`src/rtl/ctimer_pkg.sv`:
```
package ctimer_pkg;
  typedef struct packed {
    logic loadDown;
    logic loadUp;
    logic stepDown;
    logic wrapDown;
    logic stepUp;
  } tmrStrobe_t;
endpackage

```
`src/rtl/ctimer_ctrl.sv`:
```
module ctimer_ctrl
  import ctimer_pkg::*;
#(
  parameter int TICK_DIV = 16
) (
  input  logic       clk,
  input  logic       rstN,
  input  logic       wrEn,
  input  logic       wrSel,
  input  logic       downZero,
  output tmrStrobe_t strb,
  output logic       tick
);
  localparam int PW = (TICK_DIV > 1) ? $clog2(TICK_DIV) : 1;

  generate
    if (TICK_DIV > 1) begin : g_presc
      logic [PW-1:0] presc;
      always_ff @(posedge clk) begin
        if (!rstN) presc <= '0;
        else if (presc == PW'(TICK_DIV - 1)) presc <= '0;
        else presc <= presc + 1'b1;
      end
      assign tick = (presc == PW'(TICK_DIV - 1));
    end else begin : g_noPresc
      assign tick = 1'b1;
    end
  endgenerate

  always_comb begin
    strb.loadDown = wrEn && !wrSel;
    strb.loadUp   = wrEn && wrSel;
    strb.stepDown = tick && !strb.loadDown && !downZero;
    strb.wrapDown = tick && !strb.loadDown && downZero;
    strb.stepUp   = strb.wrapDown && !strb.loadUp;
  end

  generate
    if (TICK_DIV > 1) begin : g_tickChk

      tick_spacing_chk: assert property (@(posedge clk) disable iff (!rstN)
        tick |=> !tick);
    end
  endgenerate


  write_beats_wrap_chk: assert property (@(posedge clk) disable iff (!rstN)
    (wrEn && !wrSel) |-> !(strb.wrapDown || strb.stepDown));
endmodule

```
`src/rtl/ctimer_dp.sv`:
```
module ctimer_dp
  import ctimer_pkg::*;
#(
  parameter int DOWN_W = 15,
  parameter int UP_W   = 16
) (
  input  logic              clk,
  input  logic              rstN,
  input  tmrStrobe_t        strb,
  input  logic [UP_W-1:0]   wrData,
  output logic [DOWN_W-1:0] downCnt,
  output logic [UP_W-1:0]   upCnt,
  output logic              downZero,
  output logic              irqPulse
);
  localparam logic [DOWN_W-1:0] RELOAD = {DOWN_W{1'b1}};

  always_ff @(posedge clk) begin
    if (!rstN) downCnt <= '0;
    else if (strb.loadDown) downCnt <= wrData[DOWN_W-1:0];
    else if (strb.wrapDown) downCnt <= RELOAD;
    else if (strb.stepDown) downCnt <= downCnt - 1'b1;
  end

  always_ff @(posedge clk) begin
    if (!rstN) upCnt <= '0;
    else if (strb.loadUp) upCnt <= wrData;
    else if (strb.stepUp) upCnt <= upCnt + 1'b1;
  end

  always_ff @(posedge clk) begin
    if (!rstN) irqPulse <= 1'b0;
    else irqPulse <= strb.wrapDown;
  end

  assign downZero = (downCnt == '0);


  down_step_chk: assert property (@(posedge clk) disable iff (!rstN)
    strb.stepDown |=> downCnt == DOWN_W'($past(downCnt) - 1'b1));


  reload_value_chk: assert property (@(posedge clk) disable iff (!rstN)
    irqPulse |-> downCnt == RELOAD);


  up_increment_chk: assert property (@(posedge clk) disable iff (!rstN)
    strb.stepUp |=> upCnt == UP_W'($past(upCnt) + 1'b1));


  irq_single_chk: assert property (@(posedge clk) disable iff (!rstN)
    irqPulse |=> !irqPulse);
endmodule

```
`src/rtl/casc_timer.sv`:
```
module casc_timer
  import ctimer_pkg::*;
#(
  parameter int TICK_DIV = 16,
  parameter int DOWN_W   = 15,
  parameter int UP_W     = 16
) (
  input  logic            clk,
  input  logic            rstN,
  input  logic            wrEn,
  input  logic            wrSel,
  input  logic [UP_W-1:0] wrData,
  output logic [UP_W-1:0] downVal,
  output logic [UP_W-1:0] upVal,
  output logic            irqPulse
);
  tmrStrobe_t        strb;
  logic              tick;
  logic              downZero;
  logic [DOWN_W-1:0] downCnt;

  ctimer_ctrl #(.TICK_DIV(TICK_DIV)) uCtrl (
    .clk(clk), .rstN(rstN), .wrEn(wrEn), .wrSel(wrSel),
    .downZero(downZero), .strb(strb), .tick(tick)
  );

  ctimer_dp #(.DOWN_W(DOWN_W), .UP_W(UP_W)) uDp (
    .clk(clk), .rstN(rstN), .strb(strb), .wrData(wrData),
    .downCnt(downCnt), .upCnt(upVal), .downZero(downZero), .irqPulse(irqPulse)
  );

  assign downVal = UP_W'(downCnt);


  top_bit_zero_chk: assert property (@(posedge clk) disable iff (!rstN)
    downVal[UP_W-1] == 1'b0);
endmodule

```
`config.mk`:
```
export PLATFORM = sky130hd
export DESIGN_NAME = casc_timer
export DESIGN_NICKNAME = d
export VERILOG_FILES = /design/src/rtl/ctimer_pkg.sv /design/src/rtl/ctimer_ctrl.sv /design/src/rtl/ctimer_dp.sv /design/src/rtl/casc_timer.sv
export SDC_FILE = /design/constraint.sdc
export NUM_CORES = 1
export LEC_CHECK = 0
export BUFFER_PORTS_ARGS = -buffer_cell sky130_fd_sc_hd__buf_2
export CAP_MARGIN = 20
export CORE_ASPECT_RATIO = 0.8
export CORE_MARGIN = 2
export CORE_UTILIZATION = 35
export CTS_CLUSTER_DIAMETER = 100
export DETAILED_ROUTE_END_ITERATION = 10
export PLACE_DENSITY = 0.62
export RECOVER_POWER = 100
export REMOVE_ABC_BUFFERS = 1
export SKIP_CTS_REPAIR_TIMING = 1
export SLEW_MARGIN = 15
export SYNTH_ARGS = -nofsm -noshare
export SYNTH_HDL_FRONTEND = slang
export SYNTH_SLANG_ARGS = --single-unit
```
`constraint.sdc`:
```
create_clock -name clk -period 5.9 [get_ports clk]
set_clock_uncertainty 0.05 [all_clocks]
set_input_delay 1.475 -clock clk [delete_from_list [all_inputs] [get_ports clk]]
set_output_delay 1.475 -clock clk [all_outputs]
set_load 0.02 [all_outputs]
```
* After elaboration in Yosys (flattened, before gate mapping)
Index checks and enable logic that the tools add are counted.
** Storage, ports and cells
- Register bits after elaboration :: 36
- Logic and storage cells :: 28
** Cells by class
- Bitwise operators :: 1
- Reduce and logical (&&, ||, !) cells :: 14
- Mux-type cells :: 5
- Add/subtract/negate cells :: 3
- Equal/unequal tests :: 1
** Operator list (number)
- two-way mux 15 bit :: 3
- two-way mux 16 bit :: 2
- adder 16 x 1 -> 16 bit, second input constant :: 1
- logical NOT 15 bit :: 1
- subtractor 15 x 1 -> 15 bit, second input constant :: 1
- logical AND 1 bit :: 6
- adder 4 x 1 -> 4 bit, second input constant :: 1
- == test 4 bit, second input constant :: 1
- logical NOT 1 bit :: 4
- nonzero test 3 bit :: 1
- nonzero test 2 bit :: 1
- OR reduction 2 bit :: 1
- inverter 1 bit :: 1

* Longest topological paths before layout
Gate-level depths: netlist of the first run.
- Word-level depth :: 8
- Depth in mapped cells :: 8
- Mapped depth without buffers :: 7

* Cells and area by module
Synthesis of the first run repeated with hierarchy kept, for this count alone.
** Second synthesis, totals
- Cell total of the unflattened synthesis :: 232
- Area total of the unflattened synthesis :: 1945.6 µm²
** Modules (own cells, without submodules)
- ctimer_dp :: seq. area each 640.6 µm², cells an instance 208, instances 1, area an instance 1736.7 µm²
- ctimer_ctrl :: seq. area each 80.1 µm², cells an instance 22, instances 1, area an instance 197.7 µm²
- casc_timer :: seq. area each 0.0 µm², cells an instance 2, instances 1, area an instance 11.3 µm²

* Worst setup path after synthesis of the first run
Ideal clock, no wire load.
- Path kind :: input-to-reg
- From :: input wrEn
- To :: register uDp.upCnt[14]
- Buffers on the path :: 1
- Required time :: 5.712 ns
- Data arrival time :: 2.694 ns
- Stages :: 6
- Library setup time :: 0.138 ns
- Setup slack :: 3.018 ns
- Cells stage by stage :: nor2b_1 or3_4 buf_6 nor3_1 mux2i_1 o221ai_1
** On the way
- Longest elaborated chain between the ends :: 6
- Elaborated cells on any way between the ends :: 9
- Those cells by class :: 1 x mux; 8 x reduce/logical
** RTL lines
- start, declared :: RTL line casc_timer.sv:10 : input logic wrEn,
- logical AND 1 bit :: RTL line ctimer_ctrl.sv:31 : strb.loadDown = wrEn && !wrSel;
- logical NOT 1 bit :: RTL line ctimer_ctrl.sv:34 : strb.wrapDown = tick && !strb.loadDown && downZero;
- logical AND 1 bit (2 in series) :: RTL line ctimer_ctrl.sv:34
- logical AND 1 bit :: RTL line ctimer_ctrl.sv:35 : strb.stepUp = strb.wrapDown && !strb.loadUp;
- nonzero test 2 bit (no source line)
- end signal, assigned :: RTL line ctimer_dp.sv:27 : else if (strb.loadUp) upCnt <= wrData;
- end signal, assigned :: RTL line ctimer_dp.sv:28 : else if (strb.stepUp) upCnt <= upCnt + 1'b1;
- end, declared :: RTL line ctimer_dp.sv:12 : output logic [UP_W-1:0] upCnt,
Several ways; a longest one is shown, not always the timed one.
A chain may end at the register's enable or synchronous reset.

* Worst setup path in the final report of the first run
- From :: input wrEn
- To :: register uDp.upCnt[1]
Same word-level chain as after synthesis.

==> summary.txt, run 1 <==
Placement
  – Placer Congestion: 0.807
  – Final HPWL DP: 3920 µm
  – PortBufs: 51

Global routing
  – Grt ovf: 0
  – Initial antenna violation count: 0
  – Number of global-route vias before repair: 1704
  – Largest net degree at the start of global routing: 28
  – First-pass GRT wire length: roughly 8400 µm
  – Total GRT Usage: 17.1%

STA
  – Tcrit/Tclk final: 52.9%
  – Max_slew headroom: 35.0%
  – Final Hold Vio Count: 0
  – Final Max Tran Viols: 0
  – Actual slew at the worst max-slew pin: 0.975 ns
  – RSZ-0062 raised after global routing: false
  – Setup TNS: 0 ns
  – Setup violators final: 0
  – Minimum clock period: approximately 3.1 ns
  – Maximum operating frequency: around 320 MHz

Setup path
  – Max stage delay cell, worst path: or3_1
  – Worst Path Required: 6.00 ns
  – Worst Path Max Fanout: 14
  – WP buf/inv: 1
  – Crit path kind: in2reg
  – CP Launch Point: wrEn
  – Reg2Reg Launch Point: uCtrl.g_presc.presc[0]
  – Worst setup EP type: register
  – Slowest Stage Delay on Critical Path: ~0.58 ns
  – Worst path top cell family by delay: simple AND/OR/NAND/NOR gates
  – Worst EP arrival: 3.22 ns
  – CP Launch Type: input port
  – Crit path cell chain: clkbuf_1 > nor2b_1 > or3_1 > or2_0 > mux2i_1 > a21oi_1

Synthesis
  – Synth Warn #: 0
  – Synthesized area: 2020 µm²
  – Synth Flop Type: dfxtp_1
  – Synth area leader: dfxtp_1
  – Distinct cell type count after synthesis: 46
  – Top cell type's share of synthesized area: 35.7%
  – Synth Area per Inst: between 8 and 9 µm²
  – Register area share after synthesis: 35.7%
  – Asr flop ratio synth: 0%
  – Most numerous cell in the Yosys netlist: dfxtp_1
  – Number of enable flip-flop cells after synthesis: 0
  – Synth cell count leaders: dfxtp_1, o21ai_0, nand2_1
  – Cell count after synthesis: 241
  – Dominant cells by area after synthesis: dfxtp_1, xnor2_1, o21ai_0
  – Seq cells post-synth: 36

Final layout
  – Ant. Diodes: 0
  – Area grow syn2layout: 15.7%
  – Share of cells above drive strength 1: 10.5%
  – Number of nets in the layout: 309
  – Fillers: 589

Job
  – Max-cap violation count: 0

Worst hold path
  – Class of the worst hold path: reg2reg
  – Hold_sp: uCtrl.g_presc.presc[0]

Clocking
  – CTS Buffer Depth: 2
  – CTS sink cnt: 36
  – Max H-tree Level: 2
  – CTS tree: yes
  – Inserted Clock Buffers: 5
  – Root Driver: clkbuf_8
  – Clock-pin slew on the worst setup and hold paths: 0.07 ns
  – Worst-Skew Late Latency: 0.29 ns

Floorplan
  – Initial Utilization: 36.7%
  – Die Wd: 88.9 µm
  – Core Rows: 24
  – Die height: 71.9 µm
  – Core area: 5500 µm²
  – Die area: 6390 µm²
  – # IOs: 53

Drt
  – Routed vias/inst: about 5.3
  – Met3 routed WL: ~310 µm
  – Wire length on met1: around 2900 µm
  – Final WL: roughly 5500 µm
  – Post-route DRC: 0
  – Routed via count: about 1900
  – Iter 0 DRT Violations: 137
  – Post-DRT Antenna Nets: 0
  – Initial DRT Pass Iterations: 4
  – Wire length on met2: 2280 µm
  – Drt wl/cell: between 15 and 20 µm
  – Top sig layer: met4

Power
  – Total power: approximately 570 µW
  – Leakage: 0.819 nW
  – P per Cell Area: between 200 and 250 nW/µm²
  – Worst vdd ir: between 0.09 and 0.1 mV

Run status
  – Outcome: finished clean
[metrics by stage]
| stage | hold slack, ns | util, % | setup slack (ns) | area (µm²) | instances |
|---|---|---|---|---|---|
| floorplan | 0.407 | - | 3.00 | 1950 | 228 |
| global placement | 0.434 | 42.0 | 2.78 | 2310 | 357 |
| detailed placement | 0.441 | 42.0 | 2.73 | 2310 | 357 |
| CTS | 0.457 | 43.6 | 3.04 | 2400 | 365 |
| global route | 0.474 | 42.5 | 2.69 | 2330 | 365 |
| finish | 0.465 | 42.5 | 2.78 | 2330 | 365 |
[power breakdown]
group | switching [mW] | internal, mW | leakage [nW]
logic | 0.0680 | 0.0389 | 0.477
clock network | 0.0901 | 0.0953 | 0.0455
registers | 0.0215 | 0.259 | 0.296
total | 0.180 | 0.393 | 0.819
[metal layers]
| layer | track usage (%) | vias to the layer above |
|---|---|---|
| met5 | 0 | - |
| li1 | - | 961 |
| met1 | 27.1 | 928 |
| met2 | 23.0 | 47 |
| met4 | 5.05 | 0 |
| met3 | 3.53 | 4 |
[cell families (layout without fill, tap and decap cells)]
family,count (synthesis),after routing,share of synthesized area [%]
AND/OR/NAND/NOR,92,92,27.2
other,1,1,0.186
adder cells (fa/ha/maj),3,3,1.86
multiplexers,3,3,1.49
AO/OA/AOI/OAI,63,63,18.6
flip-flops,36,36,35.7
XOR/XNOR,25,25,10.9
buffers and inverters,18,64,4.03
[state kept, by name (all words and copies together), names as in the netlist]
signal	cells
uCtrl.g_presc.presc	4
uDp.downCnt	15
uDp.irqPulse	1
uDp.upCnt	16
[area by class of cell]
cell class              count  area (µm²)  share of cell area, %
well taps                  78        97.6                   4.18
inverters                   5        18.8                  0.804
repair buffers             51         211                   9.06
flip-flops and latches     36         721                   30.9
clock buffers               8        90.1                   3.86
multi-input cells         187        1190                   51.2
[worst paths after layout]
kind	endpoint	slack [ns]	cells past startpoint
worst max-delay path	uDp.upCnt[1]	2.78	6
worst max register to register	uDp.upCnt[0]	3.24	6
worst min register to register	uCtrl.g_presc.presc[0]	0.47	1
worst min-delay path	uCtrl.g_presc.presc[0]	0.47	1
[placed cells by master, fill, tap and decap left out, types with 4 or more instances in the layout]
cell type and instances:
xor2_1 6, a211oi_1 4, o21ai_0 24, buf_2 16, dfxtp_1 36, xnor2_1 19, nor3_1 13, and3_1 9
a21oi_1 16, nand3_1 12, nor2_1 15, clkbuf_1 37, nand2_1 20, nor4_1 4, inv_1 5, clkbuf_8 6
a31oi_1 5
(Power assumes the default switching activity.)
==> run 2, diff against run 1 <==
clock period = 3.21 ns   (was 5.9 ns; I/O delays follow)
==> run 2 against run 1 <==
  * First-iteration DRC count down 32%
  * Sequential share of layout area grew 0.28 points
  * Utilization decreased by 0.39 points
  * Non-clock buffer count up 1
  * Cell count is 0.27% higher
  * Critical path depth stayed put
  * Sequential power grew 84%
  * Combinational power is 82% higher
  * Count of clock-buffer cells in the layout is the same
  * Wire length down 1.1%
  * Total power grew 83%
  * Critical path type is now reg2reg
  * Critical endpoint is now uDp.upCnt[0]
  * Largest cell class unchanged
==> summary.txt, run 2 (same netlist as run 1, synthesis figures left out) <==
Run status
  – Outcome: finished clean

STA
  – Setup TNS: 0 ns
  – Maximum operating frequency: approximately 390 MHz
  – Setup violators final: 0
  – Tcrit/Tclk final: between 80% and 90%
  – Minimum clock period: 2.58 ns
  – RSZ-0062 raised after global routing: false
  – Final Hold Vio Count: 0
  – Max_slew headroom: ~44%
  – Actual slew at the worst max-slew pin: 0.833 ns
  – Final Max Tran Viols: 0

Power
  – P per Cell Area: approximately 450 nW/µm²
  – Sw Share: 30.9%
  – Worst vdd ir: between 0.15 and 0.2 mV
  – Total power: 1.05 mW
  – Clock Power Share: 32.2%
  – Combinational Power Share: 18.6%
  – Flop pwr share: 49.2%
  – P_int: 724 µW
  – Net Sw Power: 324 µW
  – Leakage: 0.810 nW

Drt
  – Post-DRT Antenna Nets: 0
  – Drt wl/cell: 14.9 µm
  – Routed via count: 1942
  – Final WL: 5440 µm
  – Post-route DRC: 0
  – Initial DRT Pass Iterations: 4
  – Routed vias/inst: 5.31
  – Iter 0 DRT Violations: 93

Placement
  – Placer Congestion: between 0.8 and 0.9
  – PortBufs: ~50
  – Final HPWL DP: 3920 µm

Global routing
  – Met3 Usage GRT: 4.44%
  – Grt ovf: 0
  – Initial antenna violation count: 0
  – GR Layer Usage met1: 26.2%
  – Total GRT Usage: between 10% and 20%
  – Global route hottest layer: met1
  – Largest net degree at the start of global routing: 24
  – First-pass GRT wire length: around 8600 µm
  – Number of global-route vias before repair: around 1700
  – Met2 usage: 25.3%

Setup path
  – Worst EP arrival: 2.73 ns
  – Worst Path Max Fanout: 17
  – Worst Path Required: 3.36 ns
  – Slowest Stage Delay on Critical Path: 0.48 ns
  – Reg2Reg Launch Point: uCtrl.g_presc.presc[0]
  – CP Launch Type: register
  – Reg2Reg Depth: 6
  – Crit path cell chain: ha_1 > and3_1 > nand4_2 > or2_0 > xor2_1 > a211oi_1
  – Worst path top cell family by delay: simple AND/OR/NAND/NOR gates
  – Max stage delay cell, worst path: nand4_2
  – R2r setup slk: 0.63 ns
  – Crit path kind: reg2reg
  – Worst setup EP type: register
  – WP buf/inv: 0
  – R2R Path End: uDp.upCnt[0]

Clocking
  – CTS sink cnt: 36
  – Clock-pin slew on the worst setup and hold paths: 0.07 ns
  – Inserted Clock Buffers: 5
  – Root Driver: clkbuf_8
  – Worst-Skew Late Latency: 0.29 ns
  – CTS Buffer Depth: 2
  – CTS tree: yes
  – Max H-tree Level: 2

Job
  – Max-cap violation count: 0

Floorplan
  – Die height: 71.9 µm
  – Core area: 5500 µm²
  – Initial Utilization: roughly 37%
  – # IOs: 53
  – Die Wd: 88.9 µm
  – Die area: 6390 µm²
  – Core Rows: 24

Final layout
  – Area grow syn2layout: 14.6%
  – Max reg flops: 16
  – Most common cell after layout, fill and taps aside: dfxtp_1
  – Ant. Diodes: 0
  – Most flops, register: uDp.upCnt
  – Fillers: 607
  – Number of nets in the layout: 310
  – Share of cells above drive strength 1: 10.8%
  – Highest-count cells in the layout ignoring fill and taps: dfxtp_1, clkbuf_1, o21ai_0
  – Leading registers by flop count: uDp.upCnt (16), uDp.downCnt (15), uCtrl.g_presc.presc (4)

Worst hold path
  – Class of the worst hold path: reg2reg
  – Hold_sp: uCtrl.g_presc.presc[3]
  – WHS Endpoint: uCtrl.g_presc.presc[3]
  – Hold Crit Depth: 1
[run 2: cell types whose count changed in the layout (fill, tap and decap cells not counted), sizes merged]
cell | before | now
clkbuf | 43 | 41
buf | 16 | 19
[run 2: worst register-to-register path: cells and delay by family, from the launching register on]
family | cells | cell delay, ns
adders and majority gates | 1 | 0.25
DFF | 1 | 0.39
and+or+nand+nor | 3 | 1.38
AOI/OAI and AO/OA | 1 | 0.23
xor gates and xnor gates | 1 | 0.18
[run 2: power by group through the flow]
stage | logic, mW | registers, mW | clock network (mW)
after floorplan | 0.107 | 0.547 | 0
after global placement | 0.203 | 0.523 | 0
after detailed placement | 0.205 | 0.524 | 0
after CTS | 0.206 | 0.514 | 0.350
after global routing | 0.215 | 0.520 | 0.366
final | 0.195 | 0.515 | 0.338
[run 2: metal layers]
layer  part of all wire, %  vias to the layer above
met5                     0                        -
li1                      -                      960
met2                    42                       58
met4                   1.0                        0
met3                   5.7                        8
met1                    51                      916
[run 2: through the flow]
step	utilization (%)	instances	instance area, µm²	hold WS [ns]	worst slack, ns
after floorplan	-	228	1950	0.407	0.984
after global placement	42.1	358	2310	0.424	0.730
after detailed placement	42.1	358	2310	0.434	0.594
after CTS	43.8	366	2400	0.453	0.570
after global routing	42.1	366	2310	0.487	0.424
final	42.1	366	2310	0.456	0.628
[run 2: worst max-delay path by stage]
stage | slack, ns | start | to | cells after the start
2_1_floorplan | 0.98 | wrEn | uDp.upCnt[9] | 5
3_3_place_gp | 0.73 | uCtrl.g_presc.presc[0] | uDp.upCnt[9] | 6
3_5_place_dp | 0.59 | uCtrl.g_presc.presc[0] | uDp.upCnt[0] | 6
4_1_cts | 0.57 | uCtrl.g_presc.presc[0] | uDp.upCnt[0] | 6
5_1_grt | 0.42 | uCtrl.g_presc.presc[0] | uDp.upCnt[0] | 6
6_report | 0.63 | uCtrl.g_presc.presc[0] | uDp.upCnt[0] | 6
[run 2: cell type report]
cell class	count	area, µm²	area share [%]
multi-input cells	187	1160	50.3
repair buffers	52	221	9.58
inverters	5	18.8	0.812
clock buffers	8	90.1	3.90
flip-flops and latches	36	721	31.2
well taps	78	97.6	4.22
